$ cat config.mk
export PLATFORM = sky130hd
export DESIGN_NAME = pwrreq_seq
export DESIGN_NICKNAME = d
export VERILOG_FILES = /design/src/rtl/pwrreq_pkg.sv /design/src/rtl/pwrreq_tick.sv /design/src/rtl/pwrreq_timeout.sv /design/src/rtl/pwrreq_busmux.sv /design/src/rtl/pwrreq_seq.sv
export SDC_FILE = /design/constraint.sdc
export NUM_CORES = 1
export LEC_CHECK = 0
export CORE_AREA = 4 4 93 86
export CTS_BUF_LIST = sky130_fd_sc_hd__clkbuf_2 sky130_fd_sc_hd__clkbuf_4 sky130_fd_sc_hd__clkbuf_8
export DETAILED_ROUTE_END_ITERATION = 10
export DIE_AREA = 0 0 97 90
export GPL_TIMING_DRIVEN = 0
export PLACE_DENSITY = 0.77
export REMOVE_ABC_BUFFERS = 1
export SLEW_MARGIN = 20
export SYNTH_ARGS = -nofsm -noshare
export SYNTH_HDL_FRONTEND = slang
export SYNTH_SLANG_ARGS = --single-unit
export TNS_END_PERCENT = 100
$ cat constraint.sdc
create_clock -name clk -period 3.6 [get_ports clk]
set_clock_uncertainty 0.2 [all_clocks]
set_input_delay 0.72 -clock clk [delete_from_list [all_inputs] [get_ports clk]]
set_output_delay 0.72 -clock clk [all_outputs]
set_load 0.02 [all_outputs]
$ cat src/rtl/pwrreq_pkg.sv
package pwrreq_pkg;

    localparam int unsigned BUS_W = 32;

    localparam logic [BUS_W-1:0] MBOX_CMD_ADDR  = 32'h0016_1300;
    localparam logic [BUS_W-1:0] MBOX_DATA_ADDR = 32'h0016_1304;
    localparam int unsigned      MBOX_BUSY_BIT  = 31;
    localparam logic [7:0]       MBOX_OPCODE    = 8'h01;

    typedef enum logic [2:0] {
        S_IDLE,
        S_PRE_POLL,
        S_WR_DATA,
        S_WR_CMD,
        S_POST_POLL,
        S_RD_PWR,
        S_WR_PWR
    } seq_state_e;

    typedef struct packed {
        logic             rd;
        logic             wr;
        logic [BUS_W-1:0] addr;
        logic [BUS_W-1:0] wdata;
    } bus_req_t;

    function automatic logic mbox_busy(input logic [BUS_W-1:0] word);
        return word[MBOX_BUSY_BIT];
    endfunction

    function automatic logic [BUS_W-1:0] mbox_cmd_word();
        logic [BUS_W-1:0] w;
        w = '0;
        w[MBOX_BUSY_BIT] = 1'b1;
        w[7:0] = MBOX_OPCODE;
        return w;
    endfunction

    function automatic logic [BUS_W-1:0] pwr_merge(input logic [BUS_W-1:0] word,
                                                   input int unsigned idx,
                                                   input logic en);
        logic [BUS_W-1:0] m;
        m = {{(BUS_W-1){1'b0}}, 1'b1} << idx;
        return en ? (word | m) : (word & ~m);
    endfunction

endpackage

$ cat src/rtl/pwrreq_tick.sv
module pwrreq_tick #(
    parameter int unsigned TICK_CYCLES = 125000
) (
    input  logic clk,
    input  logic rst,
    input  logic clr,
    output logic tick
);
    generate
        if (TICK_CYCLES <= 1) begin : g_every
            assign tick = ~clr;
        end else begin : g_div
            localparam int unsigned CW = $clog2(TICK_CYCLES);
            localparam logic [CW-1:0] LAST = CW'(TICK_CYCLES - 1);
            logic [CW-1:0] cnt_q;

            always_ff @(posedge clk) begin
                if (rst || clr) begin
                    cnt_q <= '0;
                end else if (cnt_q == LAST) begin
                    cnt_q <= '0;
                end else begin
                    cnt_q <= cnt_q + 1'b1;
                end
            end

            assign tick = (cnt_q == LAST) && !clr;
        end
    endgenerate
endmodule

$ cat src/rtl/pwrreq_timeout.sv
module pwrreq_timeout #(
    parameter int unsigned TICK_CYCLES   = 125000,
    parameter int unsigned TIMEOUT_TICKS = 10
) (
    input  logic clk,
    input  logic rst,
    input  logic clr,
    output logic expired
);
    localparam int unsigned TW = $clog2(TIMEOUT_TICKS + 1);
    localparam logic [TW-1:0] LIMIT = TW'(TIMEOUT_TICKS);

    logic          tick;
    logic [TW-1:0] ticks_q;

    pwrreq_tick #(.TICK_CYCLES(TICK_CYCLES)) u_tick (
        .clk  (clk),
        .rst  (rst),
        .clr  (clr),
        .tick (tick)
    );

    always_ff @(posedge clk) begin
        if (rst || clr) begin
            ticks_q <= '0;
        end else if (tick && ticks_q != LIMIT) begin
            ticks_q <= ticks_q + 1'b1;
        end
    end

    assign expired = (ticks_q == LIMIT);
endmodule

$ cat src/rtl/pwrreq_busmux.sv
module pwrreq_busmux
    import pwrreq_pkg::*;
#(
    parameter logic [31:0] PWR_ADDR = 32'h0004_5010,
    parameter int unsigned PWR_BIT  = 5
) (
    input  seq_state_e       state,
    input  logic             en,
    input  logic [BUS_W-1:0] pwr_word,
    output bus_req_t         req
);
    always_comb begin
        req = '0;
        unique case (state)
            S_PRE_POLL, S_POST_POLL: begin
                req.rd   = 1'b1;
                req.addr = MBOX_CMD_ADDR;
            end
            S_WR_DATA: begin
                req.wr    = 1'b1;
                req.addr  = MBOX_DATA_ADDR;
                req.wdata = {{(BUS_W-1){1'b0}}, en};
            end
            S_WR_CMD: begin
                req.wr    = 1'b1;
                req.addr  = MBOX_CMD_ADDR;
                req.wdata = mbox_cmd_word();
            end
            S_RD_PWR: begin
                req.rd   = 1'b1;
                req.addr = PWR_ADDR;
            end
            S_WR_PWR: begin
                req.wr    = 1'b1;
                req.addr  = PWR_ADDR;
                req.wdata = pwr_merge(pwr_word, PWR_BIT, en);
            end
            default: req = '0;
        endcase
    end
endmodule

$ cat src/rtl/pwrreq_seq.sv
module pwrreq_seq
    import pwrreq_pkg::*;
#(
    parameter int unsigned TICK_CYCLES   = 125000,
    parameter int unsigned TIMEOUT_TICKS = 10,
    parameter logic [31:0] PWR_ADDR      = 32'h0004_5010,
    parameter int unsigned PWR_BIT       = 5,
    parameter int unsigned REV_W         = 8,
    parameter int unsigned MIN_REV       = 30
) (
    input  logic             clk,
    input  logic             rst,
    input  logic             start,
    input  logic             enable_req,
    input  logic [REV_W-1:0] hw_rev,
    output logic [31:0]      bus_addr,
    output logic [31:0]      bus_wdata,
    output logic             bus_wr,
    output logic             bus_rd,
    input  logic [31:0]      bus_rdata,
    input  logic             bus_ready,
    output logic             done,
    output logic             error,
    output logic [1:0]       timed_out
);
    seq_state_e       state_q, state_d;
    logic             en_q;
    logic [BUS_W-1:0] pwr_q;
    logic             err_q, done_q;
    logic [1:0]       to_q;

    logic timer_clr, expired;
    logic abort, finish, capture, accept;
    logic old_rev;
    bus_req_t req;

    assign old_rev = (32'(hw_rev) < MIN_REV);

    pwrreq_timeout #(
        .TICK_CYCLES   (TICK_CYCLES),
        .TIMEOUT_TICKS (TIMEOUT_TICKS)
    ) u_timeout (
        .clk     (clk),
        .rst     (rst),
        .clr     (timer_clr),
        .expired (expired)
    );

    always_comb begin
        state_d   = state_q;
        timer_clr = 1'b0;
        abort     = 1'b0;
        finish    = 1'b0;
        capture   = 1'b0;
        accept    = 1'b0;
        unique case (state_q)
            S_IDLE: begin
                if (start) begin
                    accept    = 1'b1;
                    timer_clr = 1'b1;
                    state_d   = old_rev ? S_RD_PWR : S_PRE_POLL;
                end
            end
            S_PRE_POLL: begin
                if (bus_ready && !mbox_busy(bus_rdata)) begin
                    state_d = S_WR_DATA;
                end else if (expired) begin
                    abort   = 1'b1;
                    state_d = S_IDLE;
                end
            end
            S_WR_DATA: begin
                if (bus_ready) state_d = S_WR_CMD;
            end
            S_WR_CMD: begin
                if (bus_ready) begin
                    timer_clr = 1'b1;
                    state_d   = S_POST_POLL;
                end
            end
            S_POST_POLL: begin
                if (bus_ready && !mbox_busy(bus_rdata)) begin
                    state_d = S_RD_PWR;
                end else if (expired) begin
                    abort   = 1'b1;
                    state_d = S_IDLE;
                end
            end
            S_RD_PWR: begin
                if (bus_ready) begin
                    capture = 1'b1;
                    state_d = S_WR_PWR;
                end
            end
            S_WR_PWR: begin
                if (bus_ready) begin
                    finish  = 1'b1;
                    state_d = S_IDLE;
                end
            end
            default: state_d = S_IDLE;
        endcase
    end

    always_ff @(posedge clk) begin
        if (rst) begin
            state_q <= S_IDLE;
            en_q    <= 1'b0;
            pwr_q   <= '0;
            err_q   <= 1'b0;
            to_q    <= 2'b00;
            done_q  <= 1'b0;
        end else begin
            state_q <= state_d;
            done_q  <= abort || finish;
            if (accept) begin
                en_q  <= enable_req;
                err_q <= 1'b0;
                to_q  <= 2'b00;
            end
            if (capture) begin
                pwr_q <= bus_rdata;
            end
            if (abort) begin
                err_q <= 1'b1;
                to_q  <= (state_q == S_PRE_POLL) ? 2'b01 : 2'b10;
            end
        end
    end

    pwrreq_busmux #(
        .PWR_ADDR (PWR_ADDR),
        .PWR_BIT  (PWR_BIT)
    ) u_busmux (
        .state    (state_q),
        .en       (en_q),
        .pwr_word (pwr_q),
        .req      (req)
    );

    assign bus_rd    = req.rd;
    assign bus_wr    = req.wr;
    assign bus_addr  = req.addr;
    assign bus_wdata = req.wdata;
    assign done      = done_q;
    assign error     = err_q;
    assign timed_out = to_q;
endmodule

==> metrics.md <==
| Metric | Value |
|---|---|
| Post-route DRC | `0` |
| Crit share post-route | `0.919` |
| PortBufs | `89` |
| Vias in the first global route | `between 2,000 and 3,000` |
| Core ar. | `7000 um2` |
| Ports | `~120` |
| P_sw | `approximately 440 uW` |
| Max-slew violations | `0` |
| Pin count of the biggest net entering global routing | `42` |
| Fmax | `roughly 0.30 GHz` |
| CP Depth | `4` |
| Post-Layout Cell Count | `568` |
| Initial Utilization | `0.439` |
| FFs w/ async S/R, synth | `0` |
| Place WS | `313 ps` |
| Clock latency on the worst-skew pair | `330 ps` |
| Total grt overflow | `0` |
| Power Density | `about 400 nW/um2` |
| Worst-path cell chain | `nor2b_4 > buf_6 > and3_1 > clkdlybuf4s50_1` |
| Cell area after synthesis | `3070 um2` |
| Diode count | `0` |
| Worst R2R Path Depth | `5` |
| Primary FF master, synth | `dfxtp_1` |
| YS warnings | `0` |
| Post-synth EDFFs | `0` |
| Die X-Extent | `97 um` |
| Total number of vias | `between 2,000 and 3,000` |
| Root Buffer | `clkbuf_8` |
| Max Cap Viol | `0` |
| Peak VDD IR | `roughly 0.22 mV` |
| Req. time, crit path | `2680 ps` |
| Crit path from | `state_q[0]$_SDFFE_PP0P_` |
| 1st-iter DRT viols | `158` |
| Crit Path Category | `reg2out` |
| Sw Ratio | `0.265` |
| CTS tree | `built` |
| Clock network power share | `0.406` |
| Kind of end point of the critical path | `output port` |
| Hold Crit Class | `reg2reg` |
| GRT Total Usage | `0.171` |
| Seq/Total Area, Yosys | `0.391` |
| Total iterations of the first detailed-routing run | `4` |
| Routed WL per cell | `13.2 um` |
| Layout cell share with drive strength beyond 1 | `0.0589` |
| Hold wc startpoint | `pwr_q[19]$_SDFFE_PP0P_` |
| Initial antenna violation count | `0` |
| Setup violators final | `0` |
| Final Hold Viols | `0` |
| Fillers | `approximately 650` |
| TritonCTS buffer count | `9` |
| Critical-path maximum fanout | `22` |
| Die area | `between 8000 and 9000 um2` |
| Hold path cells | `2` |
| Slew HR | `0.477` |
| Synth cell types | `46` |
| Crit-path max cell delay | `620 ps` |
| Clock sink total | `60` |
| First-pass GRT wire length | `12.6 mm` |
| Pint | `1.22 mW` |
| Cts hold-fix bufs | `0` |
| Final WL | `approximately 7.5 mm` |
| Sequential share of power | `0.427` |
| Status | `finished clean` |
| Die Y | `90 um` |
| Final Net Count | `~520` |
| Multi-input logic area | `1620 um2` |
| ANT nets after route | `0` |
| Routability cong. | `0.801` |
| Combinational Power Share | `0.167` |
| Drt via density | `5.11` |
| Crit-path slowest cell | `clkdlybuf4s50_1` |
| Hpwl dp | `between 5 and 6 mm` |
| Measured slew at the worst slew-check pin | `between 700 and 800 ps` |
| Hold WS | `249 ps` |
| Setup Buffers After CTS | `0` |
| Bufs and invs on worst path | `2` |
| Sequential Area | `1200 um2` |
| Placed Cells incl. Taps | `552` |
| Seq cells post-synth | `60` |
| Mean Syn Cell Area | `just under 8 um2` |
| Tmin final | `3310 ps` |
| Worst-path clk slew | `~60 ps` |
| Lkg Pwr | `approximately 1.5 nW` |
| Crit path max-delay family | `buffers and inverters` |
| Reg-to-Reg Start | `state_q[1]$_SDFFE_PP0P_` |
| H-tree depth | `3` |
| Final worst slack | `293 ps` |
| Num rows | `29` |
| CP startpoint kind | `flip-flop` |
| CTS Buffer Depth | `2` |
| Mapped Cells | `400` |
| Worst path arrival time | `2390 ps` |
| Area growth syn-to-layout | `34.4%` |
| RSZ-0062 raised after global routing | `false` |
-- worst register-to-register path, stage by stage (launching register included) --
cell and delay (ps):
dfxtp_2 470, buf_16 230, or4b_2 750, o211ai_1 270, or2b_1 530, nor2_1 120
-- metal layers --
layer,up-vias,share of wire,routed length (um),GRT usage
met5,-,0,0,0
met4,0,0.022,165,0.0737
met3,17,0.063,471,0.0519
met2,87,0.49,3640,0.275
met1,1342,0.43,3200,0.211
li1,1456,-,-,-
-- through the flow --
| stage | area, um2 | utilization | total power, mW | setup TNS [ps] |
|---|---|---|---|---|
| after detailed placement | 3910 | 0.558 | 0.994 | 0 |
| after global placement | 3840 | 0.549 | 0.982 | -47830 |
| final | 4130 | 0.590 | 1.65 | 0 |
| after floorplan | 2840 | - | 0.851 | 0 |
| after global routing | 4130 | 0.590 | 1.72 | 0 |
| after CTS | 4130 | 0.590 | 1.67 | 0 |
-- cell families after synthesis --
group	after synthesis	share of synthesized area
xor+xnor	18	0.0513
mux	1	0.00326
other cells	1	0.00122
flops	60	0.391
buf+inv	66	0.116
simple gates	187	0.304
compound gates	64	0.121
fa+ha+maj	3	0.0122
-- placed cells by master, fill, tap and decap left out, types with 4 or more instances in the layout --
master,instances
a21oi_1,41
and3_1,30
clkbuf_8,10
clkdlybuf4s50_1,88
conb_1,23
dfxtp_1,58
inv_1,10
nand2_1,76
nand3_1,6
nand4_1,8
nor2_1,26
nor2b_1,4
nor4_1,10
o21ai_0,4
o31ai_1,6
or4_1,4
xnor2_1,12
xor2_1,6
-- final timing paths --
kind / endpoint / slack (ps)
setup / recovery: bus_wdata[24] / 290
hold / removal: pwr_q[19]$_SDFFE_PP0P_ / 250
setup reg to reg: u_timeout.u_tick.g_div.cnt_q[8]$_SDFF_PP0_ / 890
hold reg to reg: pwr_q[19]$_SDFFE_PP0P_ / 250
-- registers in the layout (all words and copies together) (netlist names) --
name / flops
state_q: 3
u_timeout.u_tick.g_div.cnt_q: 17
u_timeout.ticks_q: 4
timed_out: 2
done: 1
pwr_q: 31
error: 1
en_q: 1
-- synthesized netlist by cell type, types with 3 or more instances --
library cell	count	area, um2
nand2_1	76	285
dfxtp_1	60	1200
a21oi_1	41	205
and3_1	30	188
buf_4	28	210
nor2_1	26	97.6
clkbuf_1	22	82.6
xnor2_1	12	105
inv_1	10	37.5
nor4_1	10	62.6
nand4_1	8	50.1
nand3_1	7	35.0
o31ai_1	6	45.0
xor2_1	6	52.6
nor2b_1	5	31.3
buf_2	4	20.0
nor3_1	4	20.0
o21ai_0	4	20.0
or4_1	4	30.0
ha_1	3	37.5
nand2b_1	3	18.8
-- layout make-up --
class	count	share of cell area
multi-input combinational	296	0.391
sequential	60	0.291
timing repair buffer	93	0.227
clock buffer	11	0.0351
tap	93	0.0282
clock inverter	5	0.0182
inverter	10	0.00908
-- power groups by stage --
| stage | registers, mW | clock network (mW) | logic (mW) |
|---|---|---|---|
| after detailed placement | 0.721 | 0 | 0.274 |
| after floorplan | 0.714 | 0 | 0.137 |
| after global routing | 0.712 | 0.713 | 0.296 |
| after CTS | 0.706 | 0.691 | 0.275 |
| after global placement | 0.723 | 0 | 0.258 |
| final | 0.707 | 0.671 | 0.275 |
-- timing repair --
item | 4_1_cts | 5_1_grt
endpoints found under the setup margin | 16 | 6
gates cloned | 0 | 0
gates resized for setup | 1 | 1
Power figures use the tool's default switching activity.
